[src/rtl/pwroff_pkg.sv]
// Shared constants and types for the power-off arbiter.
// Assumes source codes below N_IMM are the urgent, undelayed ones.
package pwroff_pkg;
    localparam int NREQ  = 9;
    localparam int SRC_W = 4;
    localparam int N_IMM = 4;

    localparam int SRC_THERM  = 0;
    localparam int SRC_SWRST  = 1;
    localparam int SRC_VSYS   = 2;
    localparam int SRC_KEEP   = 3;
    localparam int SRC_BTN    = 4;
    localparam int SRC_PDPIN  = 5;
    localparam int SRC_WDT    = 6;
    localparam int SRC_RSTPIN = 7;
    localparam int SRC_ADC    = 8;

    typedef enum logic [1:0] {
        PS_OFF    = 2'b00,
        PS_ACTIVE = 2'b01,
        PS_SLEEP  = 2'b10,
        PS_TRANS  = 2'b11
    } pstate_e;

    typedef enum logic [2:0] {
        SQ_IDLE,
        SQ_WAIT,
        SQ_PDN,
        SQ_OFFW,
        SQ_RSTW
    } seq_e;
endpackage

[src/rtl/pwroff_debounce.sv]
// Level filter with separate assert and release times in ms ticks.
// The output follows the input once it has differed for the active
// threshold; a threshold of zero follows on the next edge.
module pwroff_debounce #(
    parameter int CW = 8
) (
    input  logic          clk,
    input  logic          rst_n,
    input  logic          ms_tick,
    input  logic          raw,
    input  logic [CW-1:0] rise_ms,
    input  logic [CW-1:0] fall_ms,
    output logic          filt
);
    logic [CW-1:0] cnt;
    logic [CW-1:0] thr;
    logic [CW:0]   cnt_nxt;
    logic          done;

    // Select the threshold for the direction of the pending change.
    always_comb begin
        thr     = filt ? fall_ms : rise_ms;
        cnt_nxt = {1'b0, cnt} + 1'b1;
        done    = (thr == '0) || (ms_tick && (cnt_nxt >= {1'b0, thr}));
    end

    // Count ticks of disagreement and flip when the threshold is met.
    always_ff @(posedge clk) begin
        if (!rst_n) begin
            filt <= 1'b0;
            cnt  <= '0;
        end else if (raw == filt) begin
            cnt <= '0;
        end else if (done) begin
            filt <= raw;
            cnt  <= '0;
        end else if (ms_tick) begin
            cnt <= cnt_nxt[CW-1:0];
        end
    end
endmodule

[src/rtl/pwroff_qual.sv]
// Turns raw shutdown sources into a qualified request vector.
// It applies polarity, debounce, the ADC mask and the lockable watchdog
// enable. It assumes all inputs are already synchronous to clk.
module pwroff_qual import pwroff_pkg::*; #(
    parameter int CW             = 8,
    parameter int RST_ASSERT_MS  = 1,
    parameter int RST_RELEASE_MS = 26
) (
    input  logic            clk,
    input  logic            rst_n,
    input  logic            ms_tick,
    input  logic            thermal_sd,
    input  logic            sw_rst_bit,
    input  logic            vsys_low,
    input  logic            dev_on_bit,
    input  logic            hold_pin,
    input  logic            pwrbtn_n,
    input  logic            pdn_pin,
    input  logic            wdt_expire,
    input  logic            reset_in_n,
    input  logic            adc_sd,
    input  logic [CW-1:0]   cfg_lpk_ms,
    input  logic [CW-1:0]   cfg_pdn_db_ms,
    input  logic            cfg_adc_mask,
    input  logic            wdt_en_wr,
    input  logic            wdt_en_val,
    input  logic            wdt_lock_wr,
    output logic [NREQ-1:0] qreq,
    output logic            wdt_en,
    output logic            wdt_lock
);
    localparam int NDB = 3;

    logic          db_raw  [NDB];
    logic [CW-1:0] db_rise [NDB];
    logic [CW-1:0] db_fall [NDB];
    logic [NDB-1:0] db_out;

    // Map the filtered sources onto the debouncer slots.
    always_comb begin
        db_raw[0]  = !pwrbtn_n;
        db_rise[0] = cfg_lpk_ms;
        db_fall[0] = '0;
        db_raw[1]  = pdn_pin;
        db_rise[1] = cfg_pdn_db_ms;
        db_fall[1] = cfg_pdn_db_ms;
        db_raw[2]  = !reset_in_n;
        db_rise[2] = CW'(RST_ASSERT_MS);
        db_fall[2] = CW'(RST_RELEASE_MS);
    end

    for (genvar g = 0; g < NDB; g++) begin : g_db
        pwroff_debounce #(.CW(CW)) u_db (
            .clk     (clk),
            .rst_n   (rst_n),
            .ms_tick (ms_tick),
            .raw     (db_raw[g]),
            .rise_ms (db_rise[g]),
            .fall_ms (db_fall[g]),
            .filt    (db_out[g])
        );
    end

    // Watchdog enable register; writes are refused once the lock is set.
    always_ff @(posedge clk) begin
        if (!rst_n) begin
            wdt_en   <= 1'b0;
            wdt_lock <= 1'b0;
        end else begin
            if (wdt_en_wr && !wdt_lock) wdt_en <= wdt_en_val;
            if (wdt_lock_wr)            wdt_lock <= 1'b1;
        end
    end

    // Assemble the qualified request vector in priority order.
    always_comb begin
        qreq              = '0;
        qreq[SRC_THERM]   = thermal_sd;
        qreq[SRC_SWRST]   = sw_rst_bit;
        qreq[SRC_VSYS]    = vsys_low;
        qreq[SRC_KEEP]    = !dev_on_bit && !hold_pin;
        qreq[SRC_BTN]     = db_out[0];
        qreq[SRC_PDPIN]   = db_out[1];
        qreq[SRC_WDT]     = wdt_expire && wdt_en;
        qreq[SRC_RSTPIN]  = db_out[2];
        qreq[SRC_ADC]     = adc_sd && !cfg_adc_mask;
    end
endmodule

[src/rtl/pwroff_seq.sv]
// Priority selection, switch-off delay and power-down/up handshake.
// It assumes cur_state reflects the external sequencer and that urgent
// sources sit at codes below N_IMM.
module pwroff_seq import pwroff_pkg::*; #(
    parameter int MS_PER_S = 1000
) (
    input  logic             clk,
    input  logic             rst_n,
    input  logic             ms_tick,
    input  logic [1:0]       cur_state,
    input  logic             on_gate,
    input  logic [NREQ-1:0]  qreq,
    input  logic [1:0]       cfg_dly_sel,
    input  logic [NREQ-1:0]  cfg_wide,
    input  logic [NREQ-1:0]  cfg_restart,
    output logic             pwrdn_start,
    output logic             pwrup_start,
    output logic             wide_rst,
    output logic [SRC_W-1:0] win_src,
    output logic             on_allow
);
    localparam int DW = $clog2(4 * MS_PER_S + 2);

    seq_e            state;
    logic [DW-1:0]   cnt;
    logic [DW-1:0]   tgt;
    logic [DW:0]     cnt_nxt;
    logic [SRC_W-1:0] win;
    logic            any_req;
    logic            any_imm;
    logic            win_imm;
    logic            cur_live;
    logic            restart_q;
    logic [NREQ-1:0] wide_eff;
    logic [NREQ-1:0] restart_eff;

    // Fixed-priority encoder: the lowest set code wins.
    always_comb begin
        win = '0;
        for (int i = NREQ - 1; i >= 0; i--) begin
            if (qreq[i]) win = SRC_W'(i);
        end
        any_req = |qreq;
        any_imm = |qreq[N_IMM-1:0];
        win_imm = (win < SRC_W'(N_IMM));
    end

    // Derived controls: delay target, live state, forced keep-alive config.
    always_comb begin
        case (cfg_dly_sel)
            2'd0:    tgt = '0;
            2'd1:    tgt = DW'(MS_PER_S);
            2'd2:    tgt = DW'(2 * MS_PER_S);
            default: tgt = DW'(4 * MS_PER_S);
        endcase
        cnt_nxt  = {1'b0, cnt} + 1'b1;
        cur_live = (cur_state == PS_ACTIVE) || (cur_state == PS_SLEEP);
        wide_eff              = cfg_wide;
        wide_eff[SRC_KEEP]    = 1'b0;
        restart_eff           = cfg_restart;
        restart_eff[SRC_KEEP] = 1'b0;
    end

    // Main sequencer: select, delay, power down, wait for release, restart.
    always_ff @(posedge clk) begin
        if (!rst_n) begin
            state       <= SQ_IDLE;
            cnt         <= '0;
            win_src     <= '0;
            wide_rst    <= 1'b0;
            restart_q   <= 1'b0;
            pwrdn_start <= 1'b0;
            pwrup_start <= 1'b0;
        end else begin
            pwrdn_start <= 1'b0;
            pwrup_start <= 1'b0;
            case (state)
                SQ_IDLE: begin
                    if (cur_live && any_req) begin
                        win_src   <= win;
                        wide_rst  <= wide_eff[win];
                        restart_q <= restart_eff[win];
                        cnt       <= '0;
                        if (win_imm || (tgt == '0)) begin
                            pwrdn_start <= 1'b1;
                            state       <= SQ_PDN;
                        end else begin
                            state <= SQ_WAIT;
                        end
                    end
                end
                SQ_WAIT: begin
                    if (!cur_live) begin
                        state <= SQ_IDLE;
                    end else if (any_imm) begin
                        win_src     <= win;
                        wide_rst    <= wide_eff[win];
                        restart_q   <= restart_eff[win];
                        pwrdn_start <= 1'b1;
                        state       <= SQ_PDN;
                    end else if (!qreq[win_src]) begin
                        state <= SQ_IDLE;
                    end else if (ms_tick) begin
                        if (cnt_nxt >= {1'b0, tgt}) begin
                            pwrdn_start <= 1'b1;
                            state       <= SQ_PDN;
                        end else begin
                            cnt <= cnt_nxt[DW-1:0];
                        end
                    end
                end
                SQ_PDN: begin
                    if (cur_state == PS_OFF) state <= SQ_OFFW;
                end
                SQ_OFFW: begin
                    if (!qreq[win_src]) state <= restart_q ? SQ_RSTW : SQ_IDLE;
                end
                SQ_RSTW: begin
                    if (!on_gate) begin
                        pwrup_start <= 1'b1;
                        state       <= SQ_IDLE;
                    end
                end
                default: state <= SQ_IDLE;
            endcase
        end
    end

    assign on_allow = (state == SQ_IDLE);
endmodule

[src/rtl/pwroff_arb.sv]
// Top of the power-off arbiter: qualification followed by sequencing.
// Assumes one ms_tick pulse per millisecond and synchronous inputs.
module pwroff_arb import pwroff_pkg::*; #(
    parameter int MS_PER_S       = 1000,
    parameter int CW             = 8,
    parameter int RST_ASSERT_MS  = 1,
    parameter int RST_RELEASE_MS = 26
) (
    input  logic             clk,
    input  logic             rst_n,
    input  logic             ms_tick,
    input  logic [1:0]       cur_state,
    input  logic             on_gate,
    input  logic             thermal_sd,
    input  logic             sw_rst_bit,
    input  logic             vsys_low,
    input  logic             dev_on_bit,
    input  logic             hold_pin,
    input  logic             pwrbtn_n,
    input  logic             pdn_pin,
    input  logic             wdt_expire,
    input  logic             reset_in_n,
    input  logic             adc_sd,
    input  logic [1:0]       cfg_dly_sel,
    input  logic [CW-1:0]    cfg_lpk_ms,
    input  logic [CW-1:0]    cfg_pdn_db_ms,
    input  logic             cfg_adc_mask,
    input  logic [NREQ-1:0]  cfg_wide,
    input  logic [NREQ-1:0]  cfg_restart,
    input  logic             wdt_en_wr,
    input  logic             wdt_en_val,
    input  logic             wdt_lock_wr,
    output logic             pwrdn_start,
    output logic             pwrup_start,
    output logic             wide_rst,
    output logic [SRC_W-1:0] win_src,
    output logic             on_allow
);
    logic [NREQ-1:0] qreq;
    logic            wdt_en_w;
    logic            wdt_lock_w;

    pwroff_qual #(
        .CW             (CW),
        .RST_ASSERT_MS  (RST_ASSERT_MS),
        .RST_RELEASE_MS (RST_RELEASE_MS)
    ) u_qual (
        .clk           (clk),
        .rst_n         (rst_n),
        .ms_tick       (ms_tick),
        .thermal_sd    (thermal_sd),
        .sw_rst_bit    (sw_rst_bit),
        .vsys_low      (vsys_low),
        .dev_on_bit    (dev_on_bit),
        .hold_pin      (hold_pin),
        .pwrbtn_n      (pwrbtn_n),
        .pdn_pin       (pdn_pin),
        .wdt_expire    (wdt_expire),
        .reset_in_n    (reset_in_n),
        .adc_sd        (adc_sd),
        .cfg_lpk_ms    (cfg_lpk_ms),
        .cfg_pdn_db_ms (cfg_pdn_db_ms),
        .cfg_adc_mask  (cfg_adc_mask),
        .wdt_en_wr     (wdt_en_wr),
        .wdt_en_val    (wdt_en_val),
        .wdt_lock_wr   (wdt_lock_wr),
        .qreq          (qreq),
        .wdt_en        (wdt_en_w),
        .wdt_lock      (wdt_lock_w)
    );

    pwroff_seq #(.MS_PER_S(MS_PER_S)) u_seq (
        .clk         (clk),
        .rst_n       (rst_n),
        .ms_tick     (ms_tick),
        .cur_state   (cur_state),
        .on_gate     (on_gate),
        .qreq        (qreq),
        .cfg_dly_sel (cfg_dly_sel),
        .cfg_wide    (cfg_wide),
        .cfg_restart (cfg_restart),
        .pwrdn_start (pwrdn_start),
        .pwrup_start (pwrup_start),
        .wide_rst    (wide_rst),
        .win_src     (win_src),
        .on_allow    (on_allow)
    );
endmodule

[config.mk]
export PLATFORM = sky130hd
export DESIGN_NAME = pwroff_arb
export DESIGN_NICKNAME = d
export VERILOG_FILES = /design/src/rtl/pwroff_pkg.sv /design/src/rtl/pwroff_debounce.sv /design/src/rtl/pwroff_qual.sv /design/src/rtl/pwroff_seq.sv /design/src/rtl/pwroff_arb.sv
export SDC_FILE = /design/constraint.sdc
export NUM_CORES = 1
export LEC_CHECK = 0
export BUFFER_PORTS_ARGS = -buffer_cell sky130_fd_sc_hd__buf_2
export CAP_MARGIN = 15
export CORE_MARGIN = 5
export CORE_UTILIZATION = 39
export CTS_BUF_LIST = sky130_fd_sc_hd__clkbuf_4 sky130_fd_sc_hd__clkbuf_8 sky130_fd_sc_hd__clkbuf_16
export CTS_CLUSTER_SIZE = 25
export DETAILED_ROUTE_END_ITERATION = 7
export PLACE_DENSITY_LB_ADDON = 0.08
export SLEW_MARGIN = 20
export SYNTH_ARGS = -nofsm -noshare
export SYNTH_HDL_FRONTEND = slang
export SYNTH_HIERARCHICAL = 1
export SYNTH_SLANG_ARGS = --single-unit
[constraint.sdc]
create_clock -name clk -period 3.6 [get_ports clk]
set_clock_uncertainty 0.05 [all_clocks]
set_input_delay 0.36 -clock clk [delete_from_list [all_inputs] [get_ports clk]]
set_output_delay 0.36 -clock clk [all_outputs]
set_load 0.005 [all_outputs]
### After elaboration in Yosys (flattened, before gate mapping)

Index checks and enable logic that the tools add are counted.

* input port bits: 56
* output and inout port bits: 8
* register bits after elaboration: 52

* bitwise logic cells: 4
* equal/unequal tests: 23
* add/subtract/negate cells: 4
* mux-type cells: 58
* magnitude comparators: 7
* reduce and logical (&&, ||, !) cells: 39

Operator list (count)
* 12-bit two-way mux: 6
* 4-bit two-way mux: 12
* 12-bit case mux with 3 select lines: 1
* 3-bit two-way mux: 10
* 8-bit by 1-bit adder with 9-bit output, second input constant: 3
* 9-bit by 8-bit greater-or-equal comparator with 1-bit output: 3
* 8-bit logical NOT: 3
* 12-bit case mux with 2 select lines: 1
* 1-bit two-way mux: 17
* 3-bit case mux with 5 select lines: 1
* 12-bit by 1-bit adder with 13-bit output, second input constant: 1
* 13-bit by 12-bit greater-or-equal comparator with 1-bit output: 1
* 1-bit binary-select mux with 4-bit select: 3
* 12-bit logical NOT: 1
* 4-bit by 5-bit < comparator with 1-bit output, second input constant: 2
* 2-bit by 1-bit != test with 1-bit output, second input constant: 5
* 2-bit != test, second input constant: 5
* 5-bit by 4-bit != test with 1-bit output, second input constant: 2
* 3-bit OR reduction: 3
* 9-bit OR reduction: 1
* 1-bit logical AND: 8
* 8-bit two-way mux: 1
* 4-bit case mux with 2 select lines: 1
* 2-bit AND reduction: 4
* other kinds (20): 40

### Logic depth before layout (Yosys ltp)

Gate-level depths: netlist of the first run.

* depth after elaboration: 16
* depth in mapped cells: 14
* mapped depth without buffers: 13

### By module

The synthesis of the first run kept the hierarchy.

Modules (own cells, without submodules)
* pwroff_debounce: area an instance 1002.2 um^2, cells an instance 118, instances 3
* pwroff_seq: area an instance 2021.9 um^2, cells an instance 248, instances 1
* pwroff_qual: area an instance 125.1 um^2, cells an instance 17, instances 1

### Worst setup path before layout of the first run

OpenSTA, ideal clock, no wires.

* kind: register to register
* start point: reg u_seq.cnt[0]
* end point: reg u_seq.cnt[5]
* arrival time: 2.723 ns
* cell stages (with the launch flop): 14
* required time: 3.416 ns
* setup time: 0.134 ns
* period minus slack after synthesis: 2.908 ns
* slack: 0.692 ns
* path through: dfxtp_1 > ha_1 > nand4_1 > inv_1 > nand4_1 > nor2_1 > xor2_1 > ha_1 > a21o_1 > a211oi_4 > and2_4 > o211ai_1 > o311ai_0 > o31ai_1

* word-level cells in the longest chain between the ends: 7
* elaborated cells on any way between the ends: 10

Ends and longest elaborated chain
* start, declared: line pwroff_seq.sv:25 `logic [DW-1:0] cnt;`
* start signal, assigned: line pwroff_seq.sv:108 `cnt <= cnt_nxt[DW-1:0];`
* 12-bit by 1-bit adder with 13-bit output *: line pwroff_seq.sv:56 `cnt_nxt = {1'b0, cnt} + 1'b1;`
* branches (longest 6 deep; another with 13-bit by 12-bit greater-or-equal comparator with 1-bit output)

Mark *: on every way between the ends. The select of a mux whose other input is x is not followed.
A chain may end at the register's enable or synchronous reset.

### Worst setup path after layout of the first run

* start point: reg u_seq.cnt[0]
* end point: reg u_seq.cnt[4]

The elaborated chain is that of the path after synthesis.

==> results of run 1 <==
## report_power, final
part           internal (mW)  switching [mW]
Combinational          0.159           0.231
Sequential             0.595          0.0320
Clock                  0.328           0.245
Total                   1.08           0.508
## final cells by class
cell class | instances | area share
clock buffers | 5 | 0.0210
well taps | 176 | 0.0370
clock inverters | 3 | 0.00714
repair buffers | 75 | 0.0689
inverters | 32 | 0.0202
flip-flops and latches | 52 | 0.175
multi-input cells | 553 | 0.671
## sequential cells by signal (all words and copies together) (netlist names), 3 cells and up
register	count
u_qual/g_db.u_db/cnt	24
u_seq/cnt	12
u_seq/win_src	4
u_qual/g_db.u_db/filt	3
u_seq/state	3
## worst register-to-register path, cell delays in order, from the launching register on
cell and delay [ps]:
dfxtp_1 430, ha_1 210, nand4_1 150, inv_1 110, nand4_1 120, nor2_1 150
xor2_1 240, ha_1 290, a21o_1 200, a211oi_4 260, and2_4 200, o211a_1 280
o21ai_4 140, a32o_1 220
## cell families after synthesis
group,after synthesis
and+or+nand+nor,223
AOI/OAI and AO/OA,176
buffers and inverters,60
DFF,52
adders and majority gates,43
muxes,37
xor gates and xnor gates,26
other,2
## cells in the mapped netlist (4+ instances only)
master,number
or4_4,12
a32o_1,6
and2_1,14
xor2_1,5
a21boi_1,7
nor2_1,29
and3_1,11
inv_1,32
o211ai_1,25
xnor2_1,21
nand2_1,69
o31ai_1,7
mux2i_1,32
buf_2,9
a2111oi_0,6
buf_6,4
a21oi_1,22
a31oi_1,5
clkbuf_1,8
o2111ai_4,6
nand4_1,9
o21ai_0,16
nor2b_1,12
o21bai_1,4
o21ai_1,12
nor3_1,4
buf_4,4
nand3_1,32
ha_1,43
dfxtp_1,52
o21a_1,5
o2111ai_1,25
## path summary, 6_finish.rpt
check | depth (start not counted) | end | slack [ps] | startpoint
max | 13 | u_seq/cnt[4] | 440 | u_seq/cnt[0]
min | 2 | u_qual/wdt_lock | 230 | wdt_lock_wr
min reg2reg | 2 | u_qual/wdt_en | 410 | u_qual/wdt_en
max reg2reg | 13 | u_seq/cnt[4] | 440 | u_seq/cnt[0]
## stage by stage
step	hold slack, ps	cell area [sq um]
floorplan	380	5330
global placement	390	5790
detailed placement	403	5790
CTS	224	5960
global route	218	5960
finish	231	5960
## per-layer routing
layer  up-vias  GRT usage
met1      2263      0.216
met5         -          0
met2       106      0.262
met3        11     0.0414
met4         0     0.0415
li1       2496          -
==> summary.txt, run 1 <==
Gr ovfl total = 0
Layout cells sized above 1 = 0.168
Die height = 125 um
Area leader, netlist = dfxtp_1
Worst-Skew Late Latency = 310 ps
CP cell instances = ha_1 > nand4_1 > inv_1 > nand4_1 > nor2_1 > xor2_1 > ha_1 > a21o_1 > a211oi_4 > and2_4 > o211a_1 > o21ai_4 > a32o_1
Post-synth EDFFs = 0
Delay-heaviest family, CP = compound AO/OA/AOI/OAI gates
Diodes inserted = 0
Netlist cell types = 72
Core footprint = 0.0131 sq mm
Pre-antenna DRT Iters = 4
Initial core utilization = 0.394
Register bit count reported by yosys = 52
Reg clk slew, reported paths = 80 ps
Design Power = 1.59 mW
Yosys warns = 6
Initial antenna violation count = 0
H-tree levels = 2
VDD IR-drop max = 0.000170 V
Area grow syn2layout = 15.6%
PnR worst setup slack = 441 ps
CTS tree = done
Nets = 818
Sequential cell area = 0.00104 sq mm
DIE WIDTH = 125 um
Max FO, Critical Path = 8
First-pass GRT wire length = 21.4 mm
Most frequent cells in the layout = nand2_1 (69), buf_2 (61), dfxtp_1 (52)
# fillers = 1327
Fin cells = 896
Bufs and invs on worst path = 1
Post-Syn Instances = 619
GRT Overall Usage = 0.162
IO Port Bufs = 61
Largest net degree at the start of global routing = 36
Setup WS pre-CTS = 443 ps
Wire per inst = 14.4 um
Largest family of logic cells by synthesized area = compound AO/OA/AOI/OAI gates
Commonest non-fill, non-tap cell in the layout = nand2_1
Max-cap check violation count = 0
Placed cell count = 888
Final hold vios = 0
Slowest cell on crit path = dfxtp_1
Static Leakage = 2.44 nW
Die area = 0.0156 sq mm
Final min period = 3160 ps
Vias in the first global route = 4485
Worst setup EP type = flip-flop
Routed wire length on met3 = 668 um
Post-synthesis compound-gate area fraction = 0.279
WS Path Type = flip-flop to flip-flop
Met2 WL = 5.81 mm
Setup TNS = 0 ps
DRT met1 WL = 6.22 mm
Area of the multi-input gates = 0.00400 sq mm
Clk sinks = 52
Slew of the pin with the lowest slew margin = 850 ps
Min-Delay Path Class = input pin to flip-flop
CTS Hold Bufs = 0
Final Wtd Congestion = 0.825
# DRC = 0
Cts bufs inserted = 5
Data arrival, critical path = 3310 ps
Hpwl dp = 9.97 mm
Outcome = finished, final reports clean
Synth async-reset ratio = 0
Initial detailed-routing violation count = 305
Post-CTS setup repair buffer count = 0
Top-area cell type share of the netlist area = 0.202
Via count = 4876
Area contributors post-synth = dfxtp_1 (20%), ha_1 (10%), mux2i_1 (6.2%)
Syn avg cell area = 8.33 sq um
Relative slew slack = 0.433
Achievable frequency = 317 MHz
CTS Buffer Depth = 2
Post-synthesis sequential area ratio = 0.202
# rows = 42
Worst stage delay on the critical path = 430 ps
Area share of fa/ha/maj cells after synthesis = 0.104
Power Dens Cells = 267 mW/mm^2
DR top layer = met4
RSZ-0062 raised after global routing = false
Synth Flop Type = dfxtp_1
Startpoint Class = flip-flop
Synth Area in Simple Gates = 0.235
Xor/xnor share of the synthesized area = 0.0442
Final setup fails = 0
Via density = 5.44
Routed WL = 12.9 mm
Post-CTS sizing = 0
WP data required = 3760 ps
Antenna-violating nets left = 0
Fin util = 0.455
Ports = 64
Final period util = 0.878
Root Driver = clkbuf_16
Mapped Area = 0.00515 sq mm
Multiplexer area fraction after synthesis = 0.0782
Max Slew Vio Count = 0
(Power assumes the default switching activity.)
==> run 2: changes to the inputs <==
--- a/config.mk
+++ b/config.mk
@@ -7,7 +7,7 @@
 export LEC_CHECK = 0
 export BUFFER_PORTS_ARGS = -buffer_cell sky130_fd_sc_hd__buf_2
 export CAP_MARGIN = 15
-export CORE_MARGIN = 5
+export CORE_MARGIN = 2
 export CORE_UTILIZATION = 39
 export CTS_BUF_LIST = sky130_fd_sc_hd__clkbuf_4 sky130_fd_sc_hd__clkbuf_8 sky130_fd_sc_hd__clkbuf_16
 export CTS_CLUSTER_SIZE = 25
==> constraint.sdc (replaced) <==
create_clock -name clk -period 3.6 [get_ports clk]
set_clock_uncertainty 0.05 [all_clocks]
set_input_delay 0.72 -clock clk [delete_from_list [all_inputs] [get_ports clk]]
set_output_delay 0.72 -clock clk [all_outputs]
set_load 0.005 [all_outputs]
==> summary.txt, run 2 (same netlist as run 1, synthesis figures left out) <==
Diodes inserted = 0
# DRC = 0
Final hold vios = 0
Routed WL = 12.6 mm
R2R Path Start = u_seq/cnt[0]
RSZ-0062 raised after global routing = false
Worst stage delay on the critical path = 420 ps
Relative slew slack = 0.442
Hold Path End = u_qual/wdt_en
CP cell instances = ha_1 > nand4_1 > inv_1 > nand4_1 > nor2_1 > xor2_1 > ha_1 > a21o_1 > a211oi_4 > and2_4 > o211a_1 > o21ai_4 > a32o_1
Initial antenna violation count = 1
Delay-heaviest family, CP = compound AO/OA/AOI/OAI gates
# fillers = 1279
Antenna-violating nets left = 0
Busiest layer in global routing = met2
Max FO, Critical Path = 8
Post-route cell area = 0.00591 sq mm
Largest registers = u_qual/g_db.u_db/cnt (24), u_seq/cnt (12), u_seq/win_src (4)
Fin util = 0.463
Commonest non-fill, non-tap cell in the layout = nand2_1
Met2 global-route usage = 0.295
Die height = 119 um
Pre-antenna DRT Iters = 5
Post-CTS setup repair buffer count = 0
First-pass GRT wire length = 21.1 mm
Min-Delay Path Class = flip-flop to flip-flop
Static Leakage = 2.41 nW
IO Port Bufs = 61
Initial detailed-routing violation count = 274
Gr ovfl total = 0
CTS Hold Bufs = 0
Design Power = 1.52 mW
Fraction of met3 tracks used by global routing = 0.0302
Initial core utilization = 0.403
# rows = 41
R2r setup slk = 360 ps
Clk sinks = 52
Reg clk slew, reported paths = 70 ps
Placed Area = 0.00576 sq mm
Vias in the first global route = 4482
CTS Buffer Depth = 2
Layout cells sized above 1 = 0.165
Via density = 5.56
Final period util = 0.900
Wire per inst = 14.2 um
Most frequent cells in the layout = nand2_1 (69), buf_2 (61), dfxtp_1 (52)
Ports = 64
Hpwl dp = 9.77 mm
Max-cap check violation count = 0
Power Dens Cells = 256 mW/mm^2
Largest net degree at the start of global routing = 36
Number of flip-flops in the largest register = 24
Die area = 0.0142 sq mm
Slew of the pin with the lowest slew margin = 837 ps
GRT Overall Usage = 0.178
Worst reg2reg path endpoint = u_seq/cnt[1]
Bufs and invs on worst path = 1
Final Wtd Congestion = 0.820
R2r worst-path depth = 13
Final min period = 3240 ps
Worst setup EP type = flip-flop
Largest Register = u_qual/g_db.u_db/cnt
Via count = 4945
WS Path Type = flip-flop to flip-flop
H-tree levels = 2
DIE WIDTH = 119 um
Setup TNS = 0 ps
Post-CTS sizing = 0
Root Driver = clkbuf_16
Area grow syn2layout = 14.7%
Outcome = finished, final reports clean
Startpoint Class = flip-flop
GR Util met1 = 0.238
Hold Startpoint = u_qual/wdt_en
WHS Path Cells = 2
Max Slew Vio Count = 0
WP data required = 3750 ps
Slowest cell on crit path = dfxtp_1
Final setup fails = 0
Data arrival, critical path = 3380 ps
Cts bufs inserted = 5
VDD IR-drop max = 0.000182 V
CTS tree = done
Nets = 815
Achievable frequency = 309 MHz
Core footprint = 0.0128 sq mm
Worst-Skew Late Latency = 300 ps
-- run 2: power breakdown --
group	switching, mW	internal [mW]	total [mW]
combinational	0.231	0.159	0.390
sequential	0.0320	0.595	0.627
clock	0.239	0.260	0.499
-- run 2: worst max-delay path by stage --
| stage | start | to | depth (start not counted) |
|---|---|---|---|
| after global placement | u_seq/cnt[0] | u_seq/cnt[10] | 13 |
| after CTS | u_seq/cnt[0] | u_seq/cnt[4] | 13 |
| final | u_seq/cnt[0] | u_seq/cnt[1] | 13 |
| after global routing | u_seq/cnt[0] | u_seq/cnt[4] | 13 |
| after detailed placement | u_seq/cnt[0] | u_seq/cnt[4] | 13 |
| after floorplan | u_seq/cnt[0] | u_seq/cnt[5] | 13 |
-- run 2: per-stage QoR --
stage	std cells	worst slack, ps	hold slack, ps
2_1_floorplan	665	692	380
3_3_place_gp	881	380	391
3_5_place_dp	881	356	407
4_1_cts	889	342	418
5_1_grt	889	120	438
6_report	889	361	413
-- run 2: routing by layer --
metal | wire, um | up-vias
met3 | 602 | 19
met2 | 5690 | 131
met4 | 188 | 2
met5 | 13 | -
met1 | 6090 | 2287
li1 | - | 2506
-- run 2: worst reg2reg max path, cell delays in order (launching register included) --
cell	delay (ps)
dfxtp_1	420
ha_1	300
nand4_1	160
inv_1	110
nand4_1	120
nor2_1	150
xor2_1	240
ha_1	290
a21o_1	190
a211oi_4	260
and2_4	200
o211a_1	300
o21ai_4	150
a32o_1	210
-- run 2: final cells by class --
cell class                      count  area (sq um)  share of cell area
Tap cell                          172           215              0.0364
Timing Repair Buffer               72           388              0.0656
Clock buffer                        5           125              0.0212
Multi-Input combinational cell    553          4000               0.676
Clock inverter                      3          23.8             0.00402
Sequential cell                    52          1040               0.176
Inverter                           32           120              0.0203
==> run 3: changes to the inputs <==
==> constraint.sdc (replaced) <==
create_clock -name clk -period 3.6 [get_ports clk]
set_clock_uncertainty 0.05 [all_clocks]
set_input_delay 1.08 -clock clk [delete_from_list [all_inputs] [get_ports clk]]
set_output_delay 1.08 -clock clk [all_outputs]
set_load 0.005 [all_outputs]
==> summary.txt, run 3 (same netlist as run 1, synthesis figures left out) <==
Outcome = finished, final reports clean
# rows = 41
VDD IR-drop max = 0.000157 V
CTS Buffer Depth = 2
Largest registers = u_qual/g_db.u_db/cnt (24), u_seq/cnt (12), u_seq/win_src (4)
# DRC = 0
Die height = 119 um
Initial antenna violation count = 1
RSZ-0062 raised after global routing = false
Max-cap check violation count = 0
WS Path Type = input pin to flip-flop
Nets = 821
IO Port Bufs = 61
Commonest non-fill, non-tap cell in the layout = nand2_1
Area grow syn2layout = 16.3%
Final min period = 3120 ps
Wire per inst = 14.3 um
Placed Area = 0.00581 sq mm
Setup TNS = 0 ps
Slew of the pin with the lowest slew margin = 892 ps
Post-CTS setup repair buffer count = 0
Ports = 64
Most frequent cells in the layout = nand2_1 (69), buf_2 (61), dfxtp_1 (52)
CTS tree = done
Largest net degree at the start of global routing = 24
GRT Overall Usage = 0.184
Initial core utilization = 0.403
Power Dens Cells = 270 mW/mm^2
Relative slew slack = 0.405
Design Power = 1.62 mW
Post-route cell area = 0.00599 sq mm
Worst-Skew Late Latency = 300 ps
Via density = 5.45
Hpwl dp = 9.97 mm
Static Leakage = 2.46 nW
Final period util = 0.866
Reg clk slew, reported paths = 70 ps
Clk sinks = 52
Largest Register = u_qual/g_db.u_db/cnt
Achievable frequency = 321 MHz
Final setup fails = 0
Layout cells sized above 1 = 0.172
DIE WIDTH = 119 um
Data arrival, critical path = 3270 ps
Vias in the first global route = 4612
Final Wtd Congestion = 0.851
Gr ovfl total = 0
Pre-antenna DRT Iters = 5
Die area = 0.0142 sq mm
Max FO, Critical Path = 3
Post-CTS sizing = 0
Worst setup EP type = flip-flop
Antenna-violating nets left = 0
CTS Hold Bufs = 0
Max Slew Vio Count = 0
Diodes inserted = 0
WP data required = 3750 ps
Startpoint Class = input pin
Min-Delay Path Class = flip-flop to flip-flop
First-pass GRT wire length = 21.8 mm
Routed WL = 12.8 mm
Initial detailed-routing violation count = 298
Number of flip-flops in the largest register = 24
Final hold vios = 0
Cts bufs inserted = 5
Core footprint = 0.0128 sq mm
H-tree levels = 2
Via count = 4880
Root Driver = clkbuf_16
-- run 3: cell count changes in the layout (fill, tap and decap cells not counted) --
| cell | previous run | this run |
|---|---|---|
| buf_4 | 11 | 17 |
| clkbuf_8 | 0 | 2 |
| clkinvlp_4 | 2 | 0 |
| bufinv_16 | 0 | 1 |
| clkinv_4 | 1 | 0 |
-- run 3: worst max-delay path: stages --
cell	delay [ps]
buf_2	110
inv_1	70
ha_1	170
inv_1	50
ha_1	290
and3_1	180
a221oi_1	350
o21bai_1	210
a2111oi_4	460
o21ai_2	120
and3_1	170
-- run 3: per-layer routing --
metal | track usage | part of all wire | wire, um | vias up
met5 | 0 | 0.0010 | 13 | -
met1 | 0.249 | 0.49 | 6230 | 2243
met4 | 0.0484 | 0.012 | 149 | 2
li1 | - | - | - | 2516
met2 | 0.305 | 0.46 | 5830 | 108
met3 | 0.0292 | 0.046 | 585 | 11
-- run 3: cell type report --
type                    instances  area [sq um]
fillers                      1271          6780
multi-input cells             553          4000
flip-flops and latches         52          1040
repair buffers                 78           433
well taps                     172           215
clock buffers                   7           153
inverters                      32           120
clock inverters                 1          30.0
-- run 3: report_power, final --
part / switching (mW) / total (mW) / leakage (nW) / internal, mW
logic: 0.232 / 0.393 / 1.95 / 0.161
clock network: 0.232 / 0.599 / 0.0901 / 0.367
registers: 0.0315 / 0.627 / 0.421 / 0.595
total: 0.495 / 1.62 / 2.46 / 1.12
-- run 3: worst paths after layout --
path,slack (ps),cells past startpoint,to,startpoint
worst max-delay path,480,11,u_seq/state[2],cfg_dly_sel[0]
worst min-delay path,410,2,u_qual/wdt_en,u_qual/wdt_en
worst max register to register,510,13,u_seq/cnt[5],u_seq/cnt[0]
worst min register to register,410,2,u_qual/wdt_en,u_qual/wdt_en
-- run 3: through the flow --
step	instances	setup slack (ps)	utilization	hold slack (ps)
floorplan	665	514	-	380
finish	895	481	0.469	406
global route	895	203	0.469	413
global placement	887	170	0.455	390
detailed placement	887	166	0.455	398
CTS	895	469	0.469	407
